$ cat config.mk
export PLATFORM = sky130hd
export DESIGN_NAME = mmio_arith_unit
export DESIGN_NICKNAME = d
export VERILOG_FILES = /design/src/rtl/mau_pkg.sv /design/src/rtl/mau_mul.sv /design/src/rtl/mau_div.sv /design/src/rtl/mmio_arith_unit.sv
export SDC_FILE = /design/constraint.sdc
export NUM_CORES = 1
export LEC_CHECK = 0
export CAP_MARGIN = 20
export CORE_ASPECT_RATIO = 2
export CORE_MARGIN = 5
export CORE_UTILIZATION = 50
export CTS_BUF_LIST = sky130_fd_sc_hd__clkbuf_8 sky130_fd_sc_hd__clkbuf_16
export DETAILED_ROUTE_END_ITERATION = 6
export DONT_BUFFER_PORTS = 1
export MAX_ROUTING_LAYER = met4
export PLACE_DENSITY = 0.72
export SLEW_MARGIN = 5
export SYNTH_ARGS = -nofsm -noshare
export SYNTH_HDL_FRONTEND = slang
export SYNTH_SLANG_ARGS = --single-unit
$ cat constraint.sdc
create_clock -name clk -period 6.3 [get_ports clk]
set_input_delay 0.945 -clock clk [delete_from_list [all_inputs] [get_ports clk]]
set_output_delay 0.945 -clock clk [all_outputs]
set_load 0.05 [all_outputs]
$ cat src/rtl/mau_pkg.sv
package mau_pkg;

    localparam int unsigned MAU_ADDR_W = 4;

    // Word address map; Y stores occupy 0x4..0x7 with bits [1:0] as the unit select
    typedef enum logic [MAU_ADDR_W-1:0] {
        LOC_X      = 4'h0,
        LOC_Y_ADD  = 4'h4,
        LOC_Y_MUL  = 4'h5,
        LOC_Y_DIV  = 4'h6,
        LOC_Y_ALL  = 4'h7,
        LOC_SUM    = 4'h8,
        LOC_PROD_L = 4'h9,
        LOC_PROD_H = 4'hA,
        LOC_QUOT   = 4'hB,
        LOC_REMN   = 4'hC,
        LOC_STAT   = 4'hD
    } loc_e;

    typedef enum logic [1:0] {
        UNIT_ADD = 2'd0,
        UNIT_MUL = 2'd1,
        UNIT_DIV = 2'd2,
        UNIT_ALL = 2'd3
    } unit_sel_e;

    typedef struct packed {
        logic ld_x;
        logic ld_y;
        logic sel_add;
        logic sel_mul;
        logic sel_div;
    } store_dec_t;

    function automatic store_dec_t decode_store(input logic wr, input logic [MAU_ADDR_W-1:0] a);
        store_dec_t d;
        unit_sel_e  u;
        u         = unit_sel_e'(a[1:0]);
        d.ld_x    = wr && (a == LOC_X);
        d.ld_y    = wr && (a[MAU_ADDR_W-1:2] == 2'b01);
        d.sel_add = d.ld_y && (u == UNIT_ADD || u == UNIT_ALL);
        d.sel_mul = d.ld_y && (u == UNIT_MUL || u == UNIT_ALL);
        d.sel_div = d.ld_y && (u == UNIT_DIV || u == UNIT_ALL);
        return d;
    endfunction

endpackage

$ cat src/rtl/mau_mul.sv
module mau_mul #(
    parameter int unsigned W     = 16,
    parameter int unsigned DIGIT = 4
) (
    input  logic           clk,
    input  logic           rst,
    input  logic           start,
    input  logic [W-1:0]   a,
    input  logic [W-1:0]   b,
    output logic           busy,
    output logic [2*W-1:0] prod
);
    localparam int unsigned STEPS = W / DIGIT;
    localparam int unsigned CW    = (STEPS > 1) ? $clog2(STEPS) : 1;

    logic [W-1:0]   mcand;
    logic [W-1:0]   mplier;
    logic [2*W-1:0] acc;
    logic [CW-1:0]  cnt;
    logic [2*W-1:0] pp;
    logic [2*W-1:0] pp_sh;

    // One radix-2^DIGIT partial product per cycle, aligned to its digit position
    always_comb begin
        pp    = {{W{1'b0}}, mcand} * {{(2*W-DIGIT){1'b0}}, mplier[DIGIT-1:0]};
        pp_sh = pp << (DIGIT * cnt);
    end

    always_ff @(posedge clk) begin
        if (rst) begin
            mcand  <= '0;
            mplier <= '0;
            acc    <= '0;
            cnt    <= '0;
            busy   <= 1'b0;
        end else if (start) begin
            mcand  <= a;
            mplier <= b;
            acc    <= '0;
            cnt    <= '0;
            busy   <= 1'b1;
        end else if (busy) begin
            acc    <= acc + pp_sh;
            mplier <= mplier >> DIGIT;
            cnt    <= cnt + CW'(1);
            if (cnt == CW'(STEPS - 1)) busy <= 1'b0;
        end
    end

    assign prod = acc;

    a_r4_mul_starts: assert property (@(posedge clk) disable iff (rst)
        start |=> busy);
    a_r4_mul_last_step: assert property (@(posedge clk) disable iff (rst)
        busy && !start && cnt == CW'(STEPS - 1) |=> !busy);
    a_r9_mul_idle_hold: assert property (@(posedge clk) disable iff (rst)
        !busy && !start |=> $stable(acc));

endmodule

$ cat src/rtl/mau_div.sv
module mau_div #(
    parameter int unsigned W = 16
) (
    input  logic         clk,
    input  logic         rst,
    input  logic         start,
    input  logic [W-1:0] dividend,
    input  logic [W-1:0] divisor,
    output logic         busy,
    output logic         zero_div,
    output logic [W-1:0] quot,
    output logic [W-1:0] remn
);
    localparam int unsigned CW = $clog2(W);

    logic [W-1:0]  q;
    logic [W-1:0]  r;
    logic [W-1:0]  d;
    logic [CW-1:0] cnt;
    logic [W:0]    trial;
    logic [W:0]    diff;

    assign zero_div = start && (divisor == '0);

    // Restoring step: shift in the next dividend bit, keep the difference if non-negative
    always_comb begin
        trial = {r, q[W-1]};
        diff  = trial - {1'b0, d};
    end

    always_ff @(posedge clk) begin
        if (rst) begin
            q    <= '0;
            r    <= '0;
            d    <= '0;
            cnt  <= '0;
            busy <= 1'b0;
        end else if (start) begin
            if (divisor == '0) begin
                q    <= '1;
                r    <= dividend;
                busy <= 1'b0;
            end else begin
                q    <= dividend;
                r    <= '0;
                d    <= divisor;
                cnt  <= '0;
                busy <= 1'b1;
            end
        end else if (busy) begin
            if (!diff[W]) begin
                r <= diff[W-1:0];
                q <= {q[W-2:0], 1'b1};
            end else begin
                r <= trial[W-1:0];
                q <= {q[W-2:0], 1'b0};
            end
            cnt <= cnt + CW'(1);
            if (cnt == CW'(W - 1)) busy <= 1'b0;
        end
    end

    assign quot = q;
    assign remn = r;

    a_r5_div_starts: assert property (@(posedge clk) disable iff (rst)
        start && divisor != '0 |=> busy);
    a_r6_div_zero_result: assert property (@(posedge clk) disable iff (rst)
        start && divisor == '0 |=> !busy && q == '1 && r == $past(dividend));
    a_r5_div_last_step: assert property (@(posedge clk) disable iff (rst)
        busy && !start && cnt == CW'(W - 1) |=> !busy);

endmodule

$ cat src/rtl/mmio_arith_unit.sv
module mmio_arith_unit
    import mau_pkg::*;
#(
    parameter int unsigned DATA_W    = 16,
    parameter int unsigned MUL_DIGIT = 4
) (
    input  logic                  clk,
    input  logic                  rst,
    input  logic                  req,
    input  logic                  we,
    input  logic [MAU_ADDR_W-1:0] addr,
    input  logic [DATA_W-1:0]     wdata,
    output logic [DATA_W-1:0]     rdata,
    output logic                  ready
);
    logic              xfer;
    store_dec_t        dec;
    logic              opnd_wr;
    logic [DATA_W-1:0] x_q, y_q, x_nx, y_nx;
    logic [DATA_W-1:0] sum_q;
    logic              err_q;
    logic              go_add, go_mul, go_div;

    logic                mul_busy;
    logic [2*DATA_W-1:0] prod;
    logic                div_busy, div_zero;
    logic [DATA_W-1:0]   quot, remn;

    assign xfer    = req && ready;
    assign dec     = decode_store(xfer && we, addr);
    assign opnd_wr = dec.ld_x || dec.ld_y;
    assign x_nx    = dec.ld_x ? wdata : x_q;
    assign y_nx    = dec.ld_y ? wdata : y_q;

    // Selected units start; a busy unit restarts on any operand store
    assign go_add = dec.sel_add;
    assign go_mul = dec.sel_mul || (opnd_wr && mul_busy);
    assign go_div = dec.sel_div || (opnd_wr && div_busy);

    always_ff @(posedge clk) begin
        if (rst) begin
            x_q   <= '0;
            y_q   <= '0;
            sum_q <= '0;
            err_q <= 1'b0;
        end else begin
            x_q <= x_nx;
            y_q <= y_nx;
            if (go_add)   sum_q <= x_nx + y_nx;
            if (div_zero) err_q <= 1'b1;
        end
    end

    mau_mul #(.W(DATA_W), .DIGIT(MUL_DIGIT)) u_mul (
        .clk(clk), .rst(rst), .start(go_mul),
        .a(x_nx), .b(y_nx), .busy(mul_busy), .prod(prod)
    );

    mau_div #(.W(DATA_W)) u_div (
        .clk(clk), .rst(rst), .start(go_div),
        .dividend(x_nx), .divisor(y_nx), .busy(div_busy),
        .zero_div(div_zero), .quot(quot), .remn(remn)
    );

    // Wait states: only loads of an unfinished result are held off
    always_comb begin
        ready = 1'b1;
        if (req && !we) begin
            case (addr)
                LOC_PROD_L, LOC_PROD_H: ready = !mul_busy;
                LOC_QUOT,   LOC_REMN:   ready = !div_busy;
                default:                ready = 1'b1;
            endcase
        end
    end

    always_comb begin
        case (addr)
            LOC_SUM:    rdata = sum_q;
            LOC_PROD_L: rdata = prod[DATA_W-1:0];
            LOC_PROD_H: rdata = prod[2*DATA_W-1:DATA_W];
            LOC_QUOT:   rdata = quot;
            LOC_REMN:   rdata = remn;
            LOC_STAT:   rdata = {{(DATA_W-1){1'b0}}, err_q};
            default:    rdata = '0;
        endcase
    end

    a_r2_store_no_wait: assert property (@(posedge clk) disable iff (rst)
        req && we |-> ready);
    a_r7_err_sticky: assert property (@(posedge clk) disable iff (rst)
        err_q |=> err_q);
    a_r9_sum_hold: assert property (@(posedge clk) disable iff (rst)
        !go_add |=> $stable(sum_q));
    a_r8_restart_mul: assert property (@(posedge clk) disable iff (rst)
        xfer && we && (dec.ld_x || dec.ld_y) && mul_busy |=> mul_busy);
    a_r6_zero_div_no_busy: assert property (@(posedge clk) disable iff (rst)
        div_zero |=> !div_busy);

endmodule

==> out/metrics.csv, run 1 <==
metric,value,unit
wire_per_inst,20.9,microns
synth.most_common_cell,dfxtp_1,
dp_cells,1831,
dieHeight,233,microns
clock_latency,0.46,ns
tritoncts,done,
min_period_over_period,95.6,%
min_path_type,flip-flop to flip-flop,
pin_count,41,
cts.htree.levels,4,
met1Wirelength,13600,microns
cts_sinks,169,
critPathCaptureType,flip-flop,
cts.clk_slew.worst_paths,0.07,ns
drive_gt1_share,8.01,%
holdWs,0.452,ns
area_growth_syn_to_layout,8.10,%
reg2reg_slack,0.27,ns
syn_inst,1545,
antenna_found_initial,0,
fin_crit,6.03,ns
synth_seq_area_share,27.1,%
synth_top_cell_area_share,27.1,%
slew-limit-headroom,30.2,%
crit_family,compound AO/OA/AOI/OAI gates,
row_count,81,
top_layer,met4,
grt.total_usage,28.6,%
finalSetupViolCount,0,
cap_violations,0,
cp_data_required_time,6.66,ns
seq_area,3390,sq um
status,"complete, no violations",
max_freq,166,MHz
cp_slowest_cell,fa_1,
portBuffers,0,
worst_slew_pin_slew,1.02,ns
remaining_drc_errors,0,
cp.buffers_inverters,3,
initial_utilization,50.9,%
synth.area.top_cells,"dfxtp_1 27%, ha_1 9.2%, fa_1 5.0%, mux2i_1 4.9%, nor2_1 4.9%",
min_path_cells,2,
rsz0062_at_grt,true,
post_dp_cell_area,12800,sq um
multi_input_area,8390,sq um
die_area,28400,sq um
ys_types,77,
drt_iter0_markers,635,
viasPerCell,5.99,
finalMaxSlewViolations,0,
synth_top_cells_by_count,"169 x dfxtp_1, 162 x nor2_1, 140 x nand2_1",
fill_cells,2383,
startpoint_type,flip-flop,
cp_data_arrival_time,6.38,ns
routed_wl,39000,microns
pwr_density_cell,167,nW/um^2
dr_wl_met2,19600,microns
drt-pass1-iter-count,6,
die_w,122,microns
syn_avg_cell_area,8.07,sq um
cp.depth,26,
hold_buffers,0,
synth_warnings,0,
crit_fanout,5,
grt_max_degree,125,
ys_ff_latch,169,
syn-num-nets,1692,
syn_area,12500,sq um
hold_viol,0,
synth_area_leader_cell,dfxtp_1,
fin_cells,1867,
fin_area,13500,sq um
grt_first_pass_wirelength,60100,microns
place.detailed.hpwl,31100,microns
place_congestion,1.01,
vdd_drop_max,0.182,mV
grt_pass1_vias,11000,
p_leak,6.01,nW
final_antenna_net_count,0,
cts-buffers-inserted,17,
antenna_cells,0,
finClkSkew,0.00844,ns
finalPower,2.25,mW
routed-wl-met3,1720,microns
finalSetupTns,0,ns
cts.path.max_buffers,2,
gr-total-overflow,0,
cts-root-buf,clkbuf_16,
nNetsFinal,1669,
synth_edf_count,0,
num_vias,11200,
rr_worst_depth,26,
max_stage_delay,0.54,ns
coreArea,24500,sq um
worst-setup-path-type,flip-flop to flip-flop,
yosys_most_used_dff,dfxtp_1,
async_reset_ff_share,0,%
## state kept, by name (all words and copies together), names as in the netlist
| register | flops |
|---|---|
| err_q | 1 |
| sum_q | 16 |
| u_div.busy | 1 |
| u_div.cnt | 4 |
| u_div.d | 16 |
| u_div.quot | 16 |
| u_div.remn | 16 |
| u_mul.busy | 1 |
| u_mul.cnt | 2 |
| u_mul.mcand | 16 |
| u_mul.mplier | 16 |
| u_mul.prod | 32 |
| x_q | 16 |
| y_q | 16 |
## placed cells by master, fill, tap and decap left out, types with 5 or more instances in the layout
cell / synthesis / layout
a211oi_1: 40 / 39
a21o_1: 30 / 30
a21oi_1: 115 / 112
a22oi_1: 47 / 46
a31oi_1: 12 / 12
and2_1: 56 / 56
and3_1: 6 / 6
buf_4: 0 / 37
clkbuf_16: 0 / 17
dfxtp_1: 169 / 165
fa_1: 31 / 31
ha_1: 92 / 90
inv_1: 112 / 112
inv_6: 0 / 6
mux2_2: 20 / 20
mux2i_1: 61 / 61
nand2_1: 140 / 140
nand2b_1: 14 / 14
nand3_1: 36 / 36
nand3b_1: 9 / 9
nand4_1: 6 / 6
nor2_1: 162 / 159
nor2b_1: 24 / 24
nor3_1: 18 / 18
nor4_1: 11 / 10
o211ai_1: 6 / 6
o21a_1: 8 / 8
o21ai_0: 28 / 27
o21ai_1: 20 / 21
o21bai_1: 5 / 5
o221ai_1: 18 / 18
o22a_1: 19 / 19
o22ai_1: 15 / 15
o31ai_1: 9 / 8
or2_2: 5 / 5
or3_1: 6 / 6
xnor2_1: 42 / 42
xor2_1: 19 / 19
## final cells by class
class                   count  share of cell area, %
clock inverters            14                   1.09
repair buffers             37                   2.06
flip-flops and latches    169                   25.1
clock buffers              18                   3.26
inverters                 113                   3.15
well taps                 332                   3.08
multi-input cells        1184                   62.2
## tightest hold or removal path, stage by stage, from the launching register on
cell and delay [ns]:
dfxtp_1 0.31, nand2_1 0.05, a21oi_1 0.05
## power by group
| part | leakage (nW) | internal (mW) | switching [mW] | total (mW) |
|---|---|---|---|---|
| logic | 4.36 | 0.0361 | 0.0727 | 0.109 |
| clock network | 0.286 | 0.540 | 0.527 | 1.07 |
| registers | 1.36 | 1.07 | 0.00370 | 1.08 |
## through the flow
stage / utilization (%) / setup slack [ns]
4_1_cts: 54.7 / 0.0960
3_5_place_dp: 52.3 / 0.120
2_1_floorplan: - / 0.358
3_3_place_gp: 52.3 / 0.248
5_1_grt: 55.0 / -0.0286
6_report: 55.0 / 0.275
## kinds of logic (layout without fill, tap and decap cells)
family | Yosys count | in the layout | synth area share, %
and+or+nand+nor | 509 | 509 | 19.4
AOI/OAI and AO/OA | 410 | 410 | 22.3
buffers and inverters | 192 | 182 | 6.00
DFF | 169 | 169 | 27.1
adders and majority gates | 123 | 123 | 14.2
muxes | 81 | 81 | 6.70
xor gates and xnor gates | 61 | 61 | 4.28
## metal layers
| layer | GRT usage [%] | vias to the layer above |
|---|---|---|
| met1 | 26.9 | 5286 |
| met2 | 48.7 | 319 |
| met5 | - | - |
| li1 | - | 5438 |
| met4 | 25.5 | 0 |
| met3 | 5.31 | 146 |
## path summary, 6_finish.rpt
kind / from / endpoint
worst min-delay path: sum_q[2]$_SDFFE_PP0P_ / sum_q[2]$_SDFFE_PP0P_
worst max-delay path: u_mul.mcand[0]$_SDFFE_PP0N_ / u_mul.prod[31]$_SDFFE_PP0P_
worst min register to register: sum_q[2]$_SDFFE_PP0P_ / sum_q[2]$_SDFFE_PP0P_
worst max register to register: u_mul.mcand[0]$_SDFFE_PP0N_ / u_mul.prod[31]$_SDFFE_PP0P_
## repair_timing
item / in CTS / in global routing
setup endpoints to repair: 0 / 9
buffers inserted: 0 / 3
gates resized for setup: 0 / 13
Note: power is estimated with default switching activity, not from simulation.
==> run 2: changes to the inputs <==
--- a/config.mk
+++ b/config.mk
@@ -17,4 +17,5 @@
 export SLEW_MARGIN = 5
 export SYNTH_ARGS = -nofsm -noshare
 export SYNTH_HDL_FRONTEND = slang
+export SYNTH_HIERARCHICAL = 1
 export SYNTH_SLANG_ARGS = --single-unit
==> run 2 against run 1 <==
Against the previous run: the flow now finishes with violations (design-rule violations); combinational power increased by 10%; final area grew 4.1%; power increased by 1.2%; sequential cell count unchanged; final cell count is 4.6% higher; largest cell class unchanged; largest power group unchanged.
==> out/metrics.csv, run 2 <==
metric,value,unit
viasPerCell,6.16,
hold_buffers,0,
synth_area_leader_cell,dfxtp_1,
synth_warnings,6,
r2r-end,u_mul/prod[31]$_SDFFE_PP0P_,
area_growth_syn_to_layout,7.67,%
min_period_over_period,95.7,%
cp_data_required_time,6.65,ns
finClkSkew,0.0132,ns
antenna_found_initial,0,
grt_pass1_vias,11600,
tritoncts,done,
max_freq,166,MHz
status,"finished, violations left",
finalSetupTns,0,ns
postLayoutCoreUtil,54.5,%
critPathCaptureType,flip-flop,
syn_area,13000,sq um
remaining_drc_errors,1,
rr_worst_depth,26,
clock_latency,0.45,ns
worst-setup-path-type,flip-flop to flip-flop,
failed_checks,design-rule violations,
ys_types,93,
cp_slowest_cell,fa_1,
pin_count,41,
holdWs,0.450,ns
synth.area.top_cells,"dfxtp_1 26%, ha_1 8.6%, nand2_1 5.8%, a21oi_1 5.5%, mux2i_1 5.3%",
cts.path.max_buffers,2,
syn-num-nets,1773,
fill_cells,2472,
p_leak,5.92,nW
slew-limit-headroom,23.1,%
crit_path_end,u_mul/prod[31]$_SDFFE_PP0P_,
row_count,83,
finalPower,2.28,mW
nNetsFinal,1745,
synth_top_cells_by_count,"200 x nand2_1, 169 x dfxtp_1, 142 x a21oi_1",
syn_avg_cell_area,8.01,sq um
cap_violations,0,
cts-root-buf,clkbuf_16,
place.detailed.hpwl,32600,microns
rsz0062_at_grt,true,
grt_first_pass_wirelength,65600,microns
coreArea,25800,sq um
largest_register_ffs,32,
vdd_drop_max,0.196,mV
finalSetupViolCount,0,
portBuffers,0,
syn_inst,1628,
synth.most_common_cell,nand2_1,
gr-total-overflow,0,
antenna_cells,0,
cts_sinks,169,
grt.total_usage,30.1,%
synth_top_cell_area_share,26.0,%
layout_commonest_cell,nand2_1,
min_path_type,flip-flop to flip-flop,
synth_edf_count,0,
final_antenna_net_count,0,
drt-pass1-iter-count,7,
worst_slew_pin_slew,1.15,ns
cp_data_arrival_time,6.38,ns
num_vias,12000,
r2r-start,u_mul/mplier[3]$_SDFFE_PP0P_,
cts.htree.levels,4,
async_reset_ff_share,0,%
cp-startpoint,u_mul/mplier[3]$_SDFFE_PP0P_,
layout_common_cells,"199 x nand2_1, 164 x dfxtp_1, 142 x a21oi_1, 138 x nor2_1, 106 x inv_1",
hold_viol,0,
dieHeight,238,microns
dp_cells,1916,
fin_crit,6.03,ns
synth_seq_area_share,26.0,%
die_area,29600,sq um
startpoint_type,flip-flop,
cts-buffers-inserted,17,
yosys_most_used_dff,dfxtp_1,
max_stage_delay,0.53,ns
crit_fanout,12,
ys_ff_latch,169,
drt_iter0_markers,942,
wire_per_inst,21.9,microns
die_w,124,microns
pwr_density_cell,162,nW/um^2
cts.clk_slew.worst_paths,0.07,ns
initial_utilization,50.6,%
grt_max_degree,142,
routed_wl,42800,microns
fin_cells,1953,
place_congestion,1.01,
finalMaxSlewViolations,0,
drive_gt1_share,8.43,%
reg2reg_slack,0.27,ns
run 2: cell types whose count changed after synthesis, sizes merged, moves of 16 or more:
| cell | change |
|---|---|
| nand3 | -16 |
| a211oi | -26 |
| o22a | -18 |
| nand2 | +61 |
| nor2 | -20 |
| a21oi | +31 |
run 2: what timing repair did:
action | in CTS | in global routing
hold endpoints to repair | 0 | 0
setup buffers | 0 | 4
endpoints found under the setup margin | 0 | 17
resized for setup | 0 | 19
run 2: worst min-delay path by stage:
stage / start / endpoint / slack, ns / depth (start not counted)
6_report: u_div/d[2]$_SDFFE_PP0P_ / u_div/d[2]$_SDFFE_PP0P_ / 0.45 / 2
5_1_grt: u_div/d[3]$_SDFFE_PP0P_ / u_div/d[3]$_SDFFE_PP0P_ / 0.47 / 2
4_1_cts: u_div/d[13]$_SDFFE_PP0P_ / u_div/d[13]$_SDFFE_PP0P_ / 0.45 / 2
3_5_place_dp: u_div/d[13]$_SDFFE_PP0P_ / u_div/d[13]$_SDFFE_PP0P_ / 0.44 / 2
3_3_place_gp: u_div/d[7]$_SDFFE_PP0P_ / u_div/d[7]$_SDFFE_PP0P_ / 0.44 / 2
2_1_floorplan: sum_q[3]$_SDFFE_PP0P_ / sum_q[3]$_SDFFE_PP0P_ / 0.43 / 2
run 2: critical path, delay by kind of cell (launching register included):
kind	cells	cell delay (ns)
AOI/OAI and AO/OA	10	1.91
xor gates and xnor gates	1	0.12
adders and majority gates	4	1.85
buffers and inverters	4	0.41
DFF	1	0.38
muxes	2	0.46
and+or+nand+nor	5	0.81
run 2: per-stage QoR:
stage                     worst slack [ns]  cell area (sq um)
after CTS                            0.131              13900
after floorplan                      0.631              13000
after global routing                0.0109              14000
final                                0.269              14000
after global placement               0.265              13300
after detailed placement             0.152              13300
run 2: area by class of cell:
cell class	count	area [sq um]	area share, %
Timing Repair Buffer	37	290	2.07
Inverter	103	387	2.76
Sequential cell	169	3400	24.2
Tap cell	340	425	3.03
Clock buffer	20	467	3.33
Clock inverter	12	128	0.909
Multi-Input combinational cell	1272	8940	63.7
run 2: cell families (layout without fill, tap and decap cells):
| family | Yosys count | count (layout) | share of synthesized area [%] |
|---|---|---|---|
| buffers and inverters | 187 | 172 | 5.84 |
| adders and majority gates | 122 | 122 | 13.5 |
| xor gates and xnor gates | 65 | 65 | 4.37 |
| DFF | 169 | 169 | 26.0 |
| AOI/OAI and AO/OA | 441 | 441 | 23.2 |
| and+or+nand+nor | 564 | 564 | 20.8 |
| muxes | 80 | 80 | 6.27 |
run 2: routing by layer:
| layer | part of all wire (%) | GRT usage (%) |
|---|---|---|
| met5 | 0 | - |
| met4 | 11 | 27.1 |
| met3 | 4.0 | 3.91 |
| met2 | 50 | 49.8 |
| met1 | 35 | 30.1 |
run 2: power by group:
group / switching [mW] / leakage, nW / internal [mW]
logic: 0.0825 / 4.25 / 0.0372
registers: 0.00623 / 1.37 / 1.07
clock network: 0.466 / 0.300 / 0.614
==> run 3: changes to the inputs <==
--- a/config.mk
+++ b/config.mk
@@ -14,6 +14,7 @@
 export DONT_BUFFER_PORTS = 1
 export MAX_ROUTING_LAYER = met4
 export PLACE_DENSITY = 0.72
+export RECOVER_POWER = 50
 export SLEW_MARGIN = 5
 export SYNTH_ARGS = -nofsm -noshare
 export SYNTH_HDL_FRONTEND = slang
==> run 3 against run 2 <==
Against the previous run: the flow finishes with violations (max-capacitance violations, max-slew violations); final cell count unchanged; power decreased by 0.23%; clock power about the same; die area unchanged; setup slack improved by 0.019 ns; register-to-register slack improved by 0.02 ns; non-clock buffer count unchanged; critical path type unchanged; critical endpoint unchanged; largest power group unchanged; highest routed layer unchanged.
==> out/metrics.csv, run 3 (synthesized netlist as in run 2, its figures left out) <==
metric,value,unit
vdd_drop_max,0.194,mV
p_switching,0.550,mW
crit_family,adder cells,
finalMaxSlewViolations,117,
seq_power_share,47.5,%
p_comb_share,5.2,%
row_count,83,
cts.htree.levels,4,
drt-pass1-iter-count,5,
status,"finished, violations left",
crit_fanout,12,
remaining_drc_errors,0,
gr-total-overflow,0,
cp_data_required_time,6.64,ns
p_leak,5.91,nW
pin_count,41,
antenna_cells,0,
finalPower,2.27,mW
clock_latency,0.45,ns
clkPwrFrac,47.3,%
fin_crit,6.01,ns
grt_first_pass_wirelength,65600,microns
finalSetupTns,0,ns
grt_max_degree,142,
coreArea,25800,sq um
wire_per_inst,21.9,microns
max_freq,166,MHz
multi_input_area,8930,sq um
cts.path.max_buffers,2,
place.detailed.hpwl,32600,microns
antenna_found_initial,0,
die_w,124,microns
startpoint_type,flip-flop,
cp_data_arrival_time,6.35,ns
die_area,29600,sq um
initial_utilization,50.6,%
drt_iter0_markers,920,
hold_viol,0,
slew-limit-headroom,-54.6,%
finalSetupViolCount,0,
postLayoutCoreUtil,54.3,%
switching_share,24.2,%
finClkSkew,0.0118,ns
area_growth_syn_to_layout,7.34,%
reg2reg_slack,0.29,ns
drive_gt1_share,7.25,%
tritoncts,done,
hold_buffers,0,
holdWs,0.450,ns
worst_slew_pin_slew,2.32,ns
cts-root-buf,clkbuf_16,
layout_commonest_cell,nand2_1,
max_stage_delay,0.53,ns
failed_checks,"max-capacitance violations, max-slew violations",
rsz0062_at_grt,true,
largest_register_ffs,32,
p_int,1.72,mW
layout_common_cells,"200 x nand2_1, 164 x dfxtp_1, 142 x a21oi_1, 138 x nor2_1, 106 x inv_1",
cap_violations,3,
place_congestion,1.01,
worst-setup-path-type,flip-flop to flip-flop,
cts-buffers-inserted,17,
pwr_density_cell,162,nW/um^2
dieHeight,238,microns
min_period_over_period,95.4,%
grt.total_usage,30.1,%
viasPerCell,6.19,
cts_sinks,169,
cp_slowest_cell,fa_1,
routed_wl,42800,microns
grt_pass1_vias,11600,
nNetsFinal,1745,
final_antenna_net_count,0,
min_path_type,flip-flop to flip-flop,
cts.clk_slew.worst_paths,0.07,ns
portBuffers,0,
cp.buffers_inverters,4,
seq_area,3400,sq um
num_vias,12100,
critPathCaptureType,flip-flop,
fill_cells,2480,
[run 3: changes by cell type in the layout (fill, tap and decap cells not counted), sizes merged]
| cell | before | now |
|---|---|---|
| buf | 37 | 32 |
| clkbuf | 20 | 25 |
[run 3: final cells by class]
class,instances,share of cell area (%)
clock inverter,12,0.912
multi-input combinational,1272,63.8
inverter,103,2.76
clock buffer,20,3.34
timing repair buffer,37,1.85
tap,340,3.04
sequential,169,24.3
[run 3: metrics by stage]
step	area, sq um	worst slack [ns]	instances
after CTS	13900	0.131	1948
after floorplan	13000	0.631	1628
after detailed placement	13300	0.152	1916
after global placement	13300	0.265	1915
final	14000	0.289	1953
after global routing	14000	0.00948	1953
[run 3: power groups by stage]
| stage | clock network (mW) | registers (mW) | logic, mW |
|---|---|---|---|
| floorplan | 0 | 1.10 | 0.100 |
| global placement | 0 | 1.10 | 0.115 |
| detailed placement | 0 | 1.10 | 0.116 |
| CTS | 1.09 | 1.08 | 0.117 |
| global route | 1.14 | 1.08 | 0.126 |
| finish | 1.08 | 1.08 | 0.118 |
[run 3: path summary, 6_finish.rpt]
kind,startpoint,cells past startpoint,to
setup / recovery,u_mul/mplier[3]$_SDFFE_PP0P_,27,u_mul/prod[31]$_SDFFE_PP0P_
hold / removal,u_div/d[2]$_SDFFE_PP0P_,2,u_div/d[2]$_SDFFE_PP0P_
setup reg to reg,u_mul/mplier[3]$_SDFFE_PP0P_,27,u_mul/prod[31]$_SDFFE_PP0P_
hold reg to reg,u_div/d[2]$_SDFFE_PP0P_,2,u_div/d[2]$_SDFFE_PP0P_
[run 3: worst register-to-register path, cell delays in order, from the launching register on]
cell,delay [ns]
dfxtp_4,0.38
buf_4,0.15
and2_1,0.17
fa_1,0.53
inv_1,0.05
fa_1,0.52
inv_1,0.04
ha_1,0.29
nand4_1,0.10
or3_1,0.33
a31oi_2,0.19
o21a_2,0.19
o21ba_2,0.21
a31oi_1,0.11
xnor2_1,0.16
mux2i_1,0.30
mux2i_1,0.16
ha_2,0.44
nand2_1,0.09
nor3_1,0.19
buf_4,0.16
a21o_1,0.14
o2111ai_2,0.15
a31oi_2,0.25
o21a_1,0.15
or3_1,0.13
a31oi_1,0.08
a41o_1,0.24
[run 3: routing by layer]
| layer | global-route usage, % | vias to the layer above | part of all wire (%) |
|---|---|---|---|
| met5 | - | - | 0 |
| met2 | 49.8 | 390 | 50 |
| met1 | 30.1 | 5753 | 35 |
| li1 | - | 5742 | - |
| met4 | 27.1 | 0 | 11 |
| met3 | 3.91 | 196 | 3.9 |
[run 3: repair_timing]
| action | in CTS | in global routing |
|---|---|---|
| gates resized for setup | 0 | 19 |
| setup endpoints to repair | 0 | 17 |
| buffers inserted | 0 | 4 |
